$ cat src/rtl/sdac_pkg.sv
package sdac_pkg;

  // Elapsed-sample counters used by the timing monitor.
  typedef logic [7:0] sdac_age_t;

  // Events derived from two consecutive reference samples.
  typedef struct packed {
    logic din;       // data bit in the newest sample
    logic din_chg;   // data differs from the previous sample
    logic sck_rise;  // serial clock went 0 -> 1
    logic sck_fall;  // serial clock went 1 -> 0
    logic ld_low;    // strobe low in the newest sample
    logic ld_fall;   // strobe went 1 -> 0
    logic ld_rise;   // strobe went 0 -> 1
  } sdac_evt_t;

  // Nanosecond minimum converted to whole reference samples, rounded up.
  function automatic int unsigned ns_to_cyc(input int unsigned ns,
                                            input int unsigned per_ns);
    return (ns + per_ns - 1) / per_ns;
  endfunction

  // Saturating increment of an elapsed-sample counter.
  function automatic sdac_age_t age_step(input sdac_age_t a);
    return (a == 8'hFF) ? a : a + 8'd1;
  endfunction

endpackage

$ cat src/rtl/sdac_sampler.sv
module sdac_sampler
  import sdac_pkg::*;
(
  input  logic      clk,
  input  logic      rst,
  input  logic      ser_din,
  input  logic      ser_clk,
  input  logic      load_n,
  output sdac_evt_t evt
);

  logic din_q, sck_q, ld_q;
  logic din_p, sck_p, ld_p;

  always_ff @(posedge clk) begin
    if (rst) begin
      din_q <= 1'b0;
      sck_q <= 1'b0;
      ld_q  <= 1'b1;
      din_p <= 1'b0;
      sck_p <= 1'b0;
      ld_p  <= 1'b1;
    end else begin
      din_q <= ser_din;
      sck_q <= ser_clk;
      ld_q  <= load_n;
      din_p <= din_q;
      sck_p <= sck_q;
      ld_p  <= ld_q;
    end
  end

  always_comb begin
    evt.din      = din_q;
    evt.din_chg  = din_q ^ din_p;
    evt.sck_rise = sck_q & ~sck_p;
    evt.sck_fall = ~sck_q & sck_p;
    evt.ld_low   = ~ld_q;
    evt.ld_fall  = ~ld_q & ld_p;
    evt.ld_rise  = ld_q & ~ld_p;
  end

endmodule

$ cat src/rtl/sdac_shifter.sv
module sdac_shifter #(
  parameter int W = 12
) (
  input  logic         clk,
  input  logic         rst,
  input  logic         shift_ev,
  input  logic         bit_in,
  input  logic         ld_low,
  output logic [W-1:0] shreg,
  output logic         word_full
);

  localparam int CW = $clog2(W + 1);
  localparam logic [CW-1:0] FULL = CW'(W);

  logic [CW-1:0] cnt;
  logic [CW-1:0] cnt_plus;

  // Count as it stands including a bit arriving in this very sample.
  always_comb begin
    cnt_plus = cnt;
    if (shift_ev && cnt < FULL) cnt_plus = cnt + 1'b1;
  end
  assign word_full = (cnt_plus == FULL);

  always_ff @(posedge clk) begin
    if (rst) begin
      shreg <= '0;
      cnt   <= '0;
    end else begin
      if (shift_ev) shreg <= {shreg[W-2:0], bit_in};
      if (ld_low) cnt <= '0;
      else        cnt <= cnt_plus;
    end
  end

  p_msb_first_r3: assert property (@(posedge clk) disable iff (rst)
    shift_ev |=> (shreg == {$past(shreg[W-2:0]), $past(bit_in)}));

  p_cnt_bound_r4: assert property (@(posedge clk) disable iff (rst)
    cnt <= FULL);

endmodule

$ cat src/rtl/sdac_holder.sv
module sdac_holder #(
  parameter int W = 12
) (
  input  logic         clk,
  input  logic         rst,
  input  logic         ld_low,
  input  logic         ld_fall,
  input  logic         word_full,
  input  logic [W-1:0] shreg,
  output logic [W-1:0] code,
  output logic         short_word
);

  always_ff @(posedge clk) begin
    if (rst) begin
      code       <= '0;
      short_word <= 1'b0;
    end else begin
      if (ld_low)  code       <= shreg;
      if (ld_fall) short_word <= ~word_full;
    end
  end

  p_follow_r5: assert property (@(posedge clk) disable iff (rst)
    ld_low |=> (code == $past(shreg)));

  p_freeze_r5: assert property (@(posedge clk) disable iff (rst)
    !ld_low |=> $stable(code));

  p_full_clears_short_r6: assert property (@(posedge clk) disable iff (rst)
    (ld_fall && word_full) |=> !short_word);

endmodule

$ cat src/rtl/sdac_timing_mon.sv
module sdac_timing_mon
  import sdac_pkg::*;
#(
  parameter int unsigned REF_NS   = 8,
  parameter int unsigned SETUP_NS = 40,
  parameter int unsigned HOLD_NS  = 80,
  parameter int unsigned HIGH_NS  = 90,
  parameter int unsigned LOW_NS   = 120,
  parameter int unsigned LOAD_NS  = 120
) (
  input  logic clk,
  input  logic rst,
  input  logic din_chg,
  input  logic sck_rise,
  input  logic sck_fall,
  input  logic ld_fall,
  input  logic ld_rise,
  output logic viol
);

  localparam sdac_age_t SETUP_C = 8'(ns_to_cyc(SETUP_NS, REF_NS));
  localparam sdac_age_t HOLD_C  = 8'(ns_to_cyc(HOLD_NS,  REF_NS));
  localparam sdac_age_t HIGH_C  = 8'(ns_to_cyc(HIGH_NS,  REF_NS));
  localparam sdac_age_t LOW_C   = 8'(ns_to_cyc(LOW_NS,   REF_NS));
  localparam sdac_age_t LOAD_C  = 8'(ns_to_cyc(LOAD_NS,  REF_NS));
  localparam int NAGE = 4;

  // Index: 0 data change, 1 clock rise, 2 clock fall, 3 strobe fall.
  logic      [NAGE-1:0] restart;
  logic      [NAGE-1:0] seen;
  sdac_age_t            age [NAGE];

  assign restart = {ld_fall, sck_fall, sck_rise, din_chg};

  for (genvar i = 0; i < NAGE; i++) begin : g_age
    always_ff @(posedge clk) begin
      if (rst) begin
        age[i]  <= '0;
        seen[i] <= 1'b0;
      end else if (restart[i]) begin
        age[i]  <= 8'd1;
        seen[i] <= 1'b1;
      end else begin
        age[i]  <= age_step(age[i]);
      end
    end
  end

  logic setup_bad, hold_bad, high_bad, low_bad, load_bad;

  assign setup_bad = sck_rise && (din_chg || age[0] < SETUP_C);
  assign hold_bad  = din_chg && !sck_rise && seen[1] && age[1] < HOLD_C;
  assign high_bad  = sck_fall && seen[1] && age[1] < HIGH_C;
  assign low_bad   = sck_rise && seen[2] && age[2] < LOW_C;
  assign load_bad  = ld_rise && seen[3] && age[3] < LOAD_C;

  always_ff @(posedge clk) begin
    if (rst) viol <= 1'b0;
    else if (setup_bad | hold_bad | high_bad | low_bad | load_bad) viol <= 1'b1;
  end

  p_viol_sticky_r8: assert property (@(posedge clk) disable iff (rst)
    viol |=> viol);

  p_viol_needs_event_r8: assert property (@(posedge clk) disable iff (rst)
    $rose(viol) |-> $past(din_chg | sck_rise | sck_fall | ld_rise));

endmodule

$ cat src/rtl/sdac_input_reg.sv
module sdac_input_reg
  import sdac_pkg::*;
#(
  parameter int          W        = 12,
  parameter int unsigned REF_NS   = 8,
  parameter int unsigned SETUP_NS = 40,
  parameter int unsigned HOLD_NS  = 80,
  parameter int unsigned HIGH_NS  = 90,
  parameter int unsigned LOW_NS   = 120,
  parameter int unsigned LOAD_NS  = 120
) (
  input  logic         clk,
  input  logic         rst,
  input  logic         ser_din,
  input  logic         ser_clk,
  input  logic         load_n,
  output logic [W-1:0] code_out,
  output logic         short_word,
  output logic         timing_viol
);

  sdac_evt_t    evt;
  logic [W-1:0] shreg;
  logic         word_full;

  sdac_sampler u_samp (
    .clk     (clk),
    .rst     (rst),
    .ser_din (ser_din),
    .ser_clk (ser_clk),
    .load_n  (load_n),
    .evt     (evt)
  );

  sdac_shifter #(.W(W)) u_shift (
    .clk       (clk),
    .rst       (rst),
    .shift_ev  (evt.sck_rise),
    .bit_in    (evt.din),
    .ld_low    (evt.ld_low),
    .shreg     (shreg),
    .word_full (word_full)
  );

  sdac_holder #(.W(W)) u_hold (
    .clk        (clk),
    .rst        (rst),
    .ld_low     (evt.ld_low),
    .ld_fall    (evt.ld_fall),
    .word_full  (word_full),
    .shreg      (shreg),
    .code       (code_out),
    .short_word (short_word)
  );

  sdac_timing_mon #(
    .REF_NS   (REF_NS),
    .SETUP_NS (SETUP_NS),
    .HOLD_NS  (HOLD_NS),
    .HIGH_NS  (HIGH_NS),
    .LOW_NS   (LOW_NS),
    .LOAD_NS  (LOAD_NS)
  ) u_tmon (
    .clk      (clk),
    .rst      (rst),
    .din_chg  (evt.din_chg),
    .sck_rise (evt.sck_rise),
    .sck_fall (evt.sck_fall),
    .ld_fall  (evt.ld_fall),
    .ld_rise  (evt.ld_rise),
    .viol     (timing_viol)
  );

  // A bit shifted while the strobe is low reaches the code two samples later.
  p_transparent_path_r7: assert property (@(posedge clk) disable iff (rst)
    (evt.sck_rise && evt.ld_low) |=> ##1 (!evt.ld_low || code_out[0] == $past(evt.din, 2)));

endmodule

$ cat config.mk
export PLATFORM = sky130hd
export DESIGN_NAME = sdac_input_reg
export DESIGN_NICKNAME = d
export VERILOG_FILES = /design/src/rtl/sdac_pkg.sv /design/src/rtl/sdac_sampler.sv /design/src/rtl/sdac_shifter.sv /design/src/rtl/sdac_holder.sv /design/src/rtl/sdac_timing_mon.sv /design/src/rtl/sdac_input_reg.sv
export SDC_FILE = /design/constraint.sdc
export NUM_CORES = 1
export LEC_CHECK = 0
export ABC_AREA = 1
export BUFFER_PORTS_ARGS = -buffer_cell sky130_fd_sc_hd__buf_2
export CORE_MARGIN = 5
export CORE_UTILIZATION = 48
export CTS_BUF_LIST = sky130_fd_sc_hd__clkbuf_2
export CTS_CLUSTER_SIZE = 25
export DETAILED_ROUTE_END_ITERATION = 10
export PLACE_DENSITY = 0.64
export RECOVER_POWER = 25
export SLEW_MARGIN = 40
export SYNTH_ARGS = -nofsm -noshare
export SYNTH_HDL_FRONTEND = slang
export SYNTH_HIERARCHICAL = 1
export SYNTH_SLANG_ARGS = --single-unit
$ cat constraint.sdc
create_clock -name clk -period 2.6 [get_ports clk]
set_input_delay 0.13 -clock clk [delete_from_list [all_inputs] [get_ports clk]]
set_output_delay 0.13 -clock clk [all_outputs]
set_load 0.02 [all_outputs]
* Word level (Yosys, flattened, before mapping) *
Memories as Yosys holds them, arrays and structs flattened.
Index checks and enable logic that the tools add are counted.

storage, ports and cells
  bits in writable memories = 32
  register bits = 39
  bits in latches = 0
  memory bits (read-only) = 0
  memories kept = 1

memory list
  memory      depth  width  rd ports  clocked after Yosys merged registers in  write ports  RTL line               source
  u_tmon.age  4      8      4         0                                        4            sdac_timing_mon.sv:31  sdac_age_t age [NAGE];

operators by class
  bitwise operators = 22
  order comparisons = 6
  add/sub/neg operators = 5
  shift operators = 0
  multipliers = 0
  equal/unequal tests = 5
  div/mod/pow operators = 0
  reductions and logical operators = 14
  multiplexer cells = 39

operator list
  cell                                                 number
  two-way mux 8 bit                                    12
  adder 8 x 1 -> 8 bit (second input constant)         4
  == test 8 bit (second input constant)                4
  < comparator 8 x 4 -> 1 bit (second input constant)  4
  two-way mux 1 bit                                    26
  OR 1 bit                                             12
  logical AND 1 bit                                    11
  < comparator 8 x 3 -> 1 bit (second input constant)  1
  NOT 1 bit                                            5
  adder 4 x 1 -> 4 bit (second input constant)         1
  bitwise AND 1 bit                                    4
  == test 4 bit (second input constant)                1
  < comparator 4 bit (second input constant)           1
  two-way mux 4 bit                                    1
  OR reduction 2 bit                                   1
  logical NOT 1 bit                                    1
  logical OR 1 bit                                     1
  bitwise XOR 1 bit                                    1

* Logic depth before layout (Yosys ltp) *
  depth in word-level cells = 10
  mapped depth = 10
  gate-level depth less buffers = 10

* Hierarchy *
Netlist, hierarchy kept.

by module, submodules not included
  module           area each (um^2)  cells an instance  sequential area each (um^2)  instances
  sdac_timing_mon  1973.1            213                1041.0                       1
  sdac_shifter     619.3             82                 320.3                        1
  sdac_holder      531.8             81                 260.2                        1
  sdac_sampler     211.5             28                 120.1                        1

* Least setup slack after synthesis *
Ideal clock, no wire load.

  path kind = reg2reg
  start = memory u_tmon/age[0][0] (netlist bit)
  end = memory u_tmon/age[0][0] (netlist bit) (enable)
  stages on the path, launching flop included = 7
  setup slack = 1.070 ns
  clock period less this slack = 1.530 ns
  path buffers = 0
  data arrival time = 1.179 ns
  cells stage by stage = edfxtp_1 ha_1 nand2_1 inv_1 nand2_1 nor3_2 nand4_1

RTL lines
  item         RTL line
  from (decl)  sdac_timing_mon.sv:31

==> metrics.yaml <==
synth:
  synth-seq-cells: 71
  syn-cell-area_um2: 3336
  yosys_cell_types: 34
  synth_cells: 404
  seq_area_frac_synth_pct: 52.21
  ys.warnings.count: 6
  mean_cell_area_of_the_mapped_netlist_um2: 8.257
  syn_nets: 415
route:
  dr_total_vias: 2490
  route.antenna.remaining_nets: 0
  route.detailed.drc: 0
  drt-vias-per-instance: 4.689
  drt-initial-drc-count: 118
  wire_per_inst_um: 10.45
  drt_first_pass_iters: 4
  detail_route.wirelength_mm: 5.551
grt:
  antenna_found_initial: 0
  grt_start_max_net_pins: 26
  grt_pass1_vias: 2300
  gr-usage-all-layers_pct: 13.65
  grt_overflow_total: 0
  global_route_wire_length_before_repair_mm: 9.528
clock_tree:
  post_cts_resize_count: 0
  htree_num_levels: 3
  clk_sinks: 71
  post-cts-setup-buffer-count: 0
  hold_buffers: 3
  tritoncts: "built"
  clk_pin_slew_ns: 0.21
  clock_path_buffers: 2
  ctsRootBufferMaster: "clkbuf_2"
  cts_inserted_buffers: 9
  clk_latency_ns: 0.48
power_and_ir_drop:
  total_leakage_power_nw: 1.584
  vdd_drop_max_v: 0.0003185
  power.density_cell_area_nw_per_um2: 584.7
sta:
  hold_viol: 0
  final_period_minus_worst_setup_slack_ns: 1.745
  max_freq_ghz: 0.5731
  drv_slew: 0
  layout_worst_path_cycle_share_pct: 67.11
  final.setup.tns_ns: 0
  hold_ws_ns: 0.04357
  rsz0062_at_grt: "false"
  timing.max_slew.rel_slack_pct: 35.60
  tightest_slew_ns: 0.9660
  finalSetupViolCount: 0
  finalClockSkew_ns: 0.03132
die:
  dieArea_um2: 8716
  start_util_pct: 49.10
  placement_rows: 30
  die_x_um: 93.36
  design.portCount: 19
  floorplan.die.height_um: 93.36
  coreArea_um2: 6794
cells_and_area:
  layout-drive-gt1-share_pct: 14.25
  n_antenna_cell: 0
  area_delta_synth_final_pct: 9.565
  finalNetCount: 441
  mostFrequentLayoutCell: "nor2_1"
  layout_common_cells: "nor2_1 (92), nand2_1 (63), inv_1 (61)"
setup_path:
  criticalPathCategory: "reg2reg"
  crit_path_max_fanout: 8
  required_time_at_the_worst_slack_endpoint_ns: 2.70
  cp_data_arrival_time_ns: 1.84
  startpoint_type: "register"
  critPathCaptureType: "register"
run:
  cap_viol_max_count: 0
placement:
  io_buffers: 18
  dp_hpwl_mm: 3.890
  place_congestion: 0.8454
worst_hold_path:
  worstHoldPathType: "in2reg"
outcome:
  status: "complete, no violations"
layout make-up:
type / instances / area, um^2
Clock inverter: 5 / 78.83
Sequential cell: 71 / 1742
Timing Repair Buffer: 23 / 125.1
Clock buffer: 11 / 55.05
Fill cell: 638 / 3139
Inverter: 62 / 232.7
Multi-Input combinational cell: 263 / 1301
Tap cell: 96 / 120.1
cell usage after synthesis:
master | n | share of area [%]
nand3_2 | 4 | 1.2
nand4_1 | 3 | 0.56
nor4_4 | 1 | 0.64
nand3_1 | 8 | 1.2
buf_2 | 2 | 0.30
nor3_1 | 5 | 0.75
inv_1 | 61 | 6.9
nor3_2 | 5 | 1.5
clkbuf_1 | 1 | 0.11
nand2_2 | 7 | 1.3
nor2_2 | 7 | 1.3
nor2_4 | 1 | 0.34
o21bai_2 | 1 | 0.34
nand4_2 | 1 | 0.38
nor2_1 | 92 | 10
o21ai_1 | 1 | 0.15
and3_4 | 1 | 0.34
o21ai_0 | 24 | 3.6
buf_6 | 3 | 1.0
buf_4 | 1 | 0.23
ha_1 | 6 | 2.3
or2_1 | 2 | 0.38
clkbuf_2 | 1 | 0.15
edfxtp_1 | 32 | 29
inv_2 | 1 | 0.11
or2_2 | 1 | 0.19
and2b_2 | 1 | 0.26
dfxtp_1 | 39 | 23
nor3b_1 | 1 | 0.23
nor4_2 | 1 | 0.38
xnor2_1 | 1 | 0.26
a21oi_1 | 25 | 3.8
nand2_1 | 63 | 7.1
xor2_1 | 1 | 0.26
sequential cells by signal (all words and copies together), names as in the netlist:
name and cells:
u_tmon/seen 3, u_samp/din_p 1, u_shift/cnt 4, u_hold/code 12, u_shift/shreg 12, u_tmon/viol 1
u_samp/sck_p 1, u_samp/din_q 1, u_samp/ld_q 1, u_tmon/age 32, u_hold/short_word 1, u_samp/sck_q 1
u_samp/ld_p 1
report_power, final:
group | switching, mW | internal, mW | total [mW]
Combinational | 0.117 | 0.0640 | 0.181
Sequential | 0.0328 | 1.21 | 1.24
Clock | 0.383 | 0.330 | 0.713
Total | 0.533 | 1.60 | 2.14
through the flow:
step | cell area, um^2 | util (%) | worst slack (ns) | cells | total power [mW]
floorplan | 3336 | - | 1.070 | 404 | 1.403
global route | 3655 | 53.79 | 0.6692 | 531 | 2.255
global placement | 3501 | 51.53 | 0.9248 | 512 | 1.443
CTS | 3665 | 53.94 | 0.8191 | 531 | 2.169
finish | 3655 | 53.79 | 0.8551 | 531 | 2.137
detailed placement | 3501 | 51.53 | 0.8562 | 512 | 1.448
routing by layer:
layer / global-route usage (%) / vias up / routed length (um)
met5: 0 / - / 0
met4: 7.814 / 0 / 126
met3: 2.735 / 11 / 117
met2: 21.92 / 28 / 2520
met1: 17.03 / 1116 / 2786
li1: - / 1335 / -
worst max-delay path, stage by stage, from the launching register on:
cell	delay, ns
edfxtp_1	0.45
ha_1	0.19
nand2_1	0.05
inv_1	0.07
nand2_1	0.08
nor3_2	0.17
nand4_1	0.37
cell families after synthesis:
group                    Yosys count  synth area share [%]
AO/OA/AOI/OAI                     51                 7.839
adder cells (fa/ha/maj)            6                 2.251
flip-flops                        71                 52.21
buffers and inverters             70                 8.777
XOR/XNOR                           2                0.5252
AND/OR/NAND/NOR                  204                 28.39
path summary, 6_finish.rpt:
| kind | from | endpoint | slack (ns) | depth (start not counted) |
|---|---|---|---|---|
| worst max register to register | u_tmon/age[0][0]$_DFFE_PP_ | u_tmon/age[0][7]$_SDFFCE_PN0P_ | 0.86 | 6 |
| worst max-delay path | u_tmon/age[0][0]$_DFFE_PP_ | u_tmon/age[0][7]$_SDFFCE_PN0P_ | 0.86 | 6 |
| worst min register to register | u_samp/sck_q$_SDFF_PP0_ | u_samp/sck_p$_SDFF_PP0_ | 0.48 | 2 |
| worst min-delay path | rst | u_samp/din_q$_SDFF_PP0_ | 0.04 | 2 |
(Power assumes the default switching activity.)
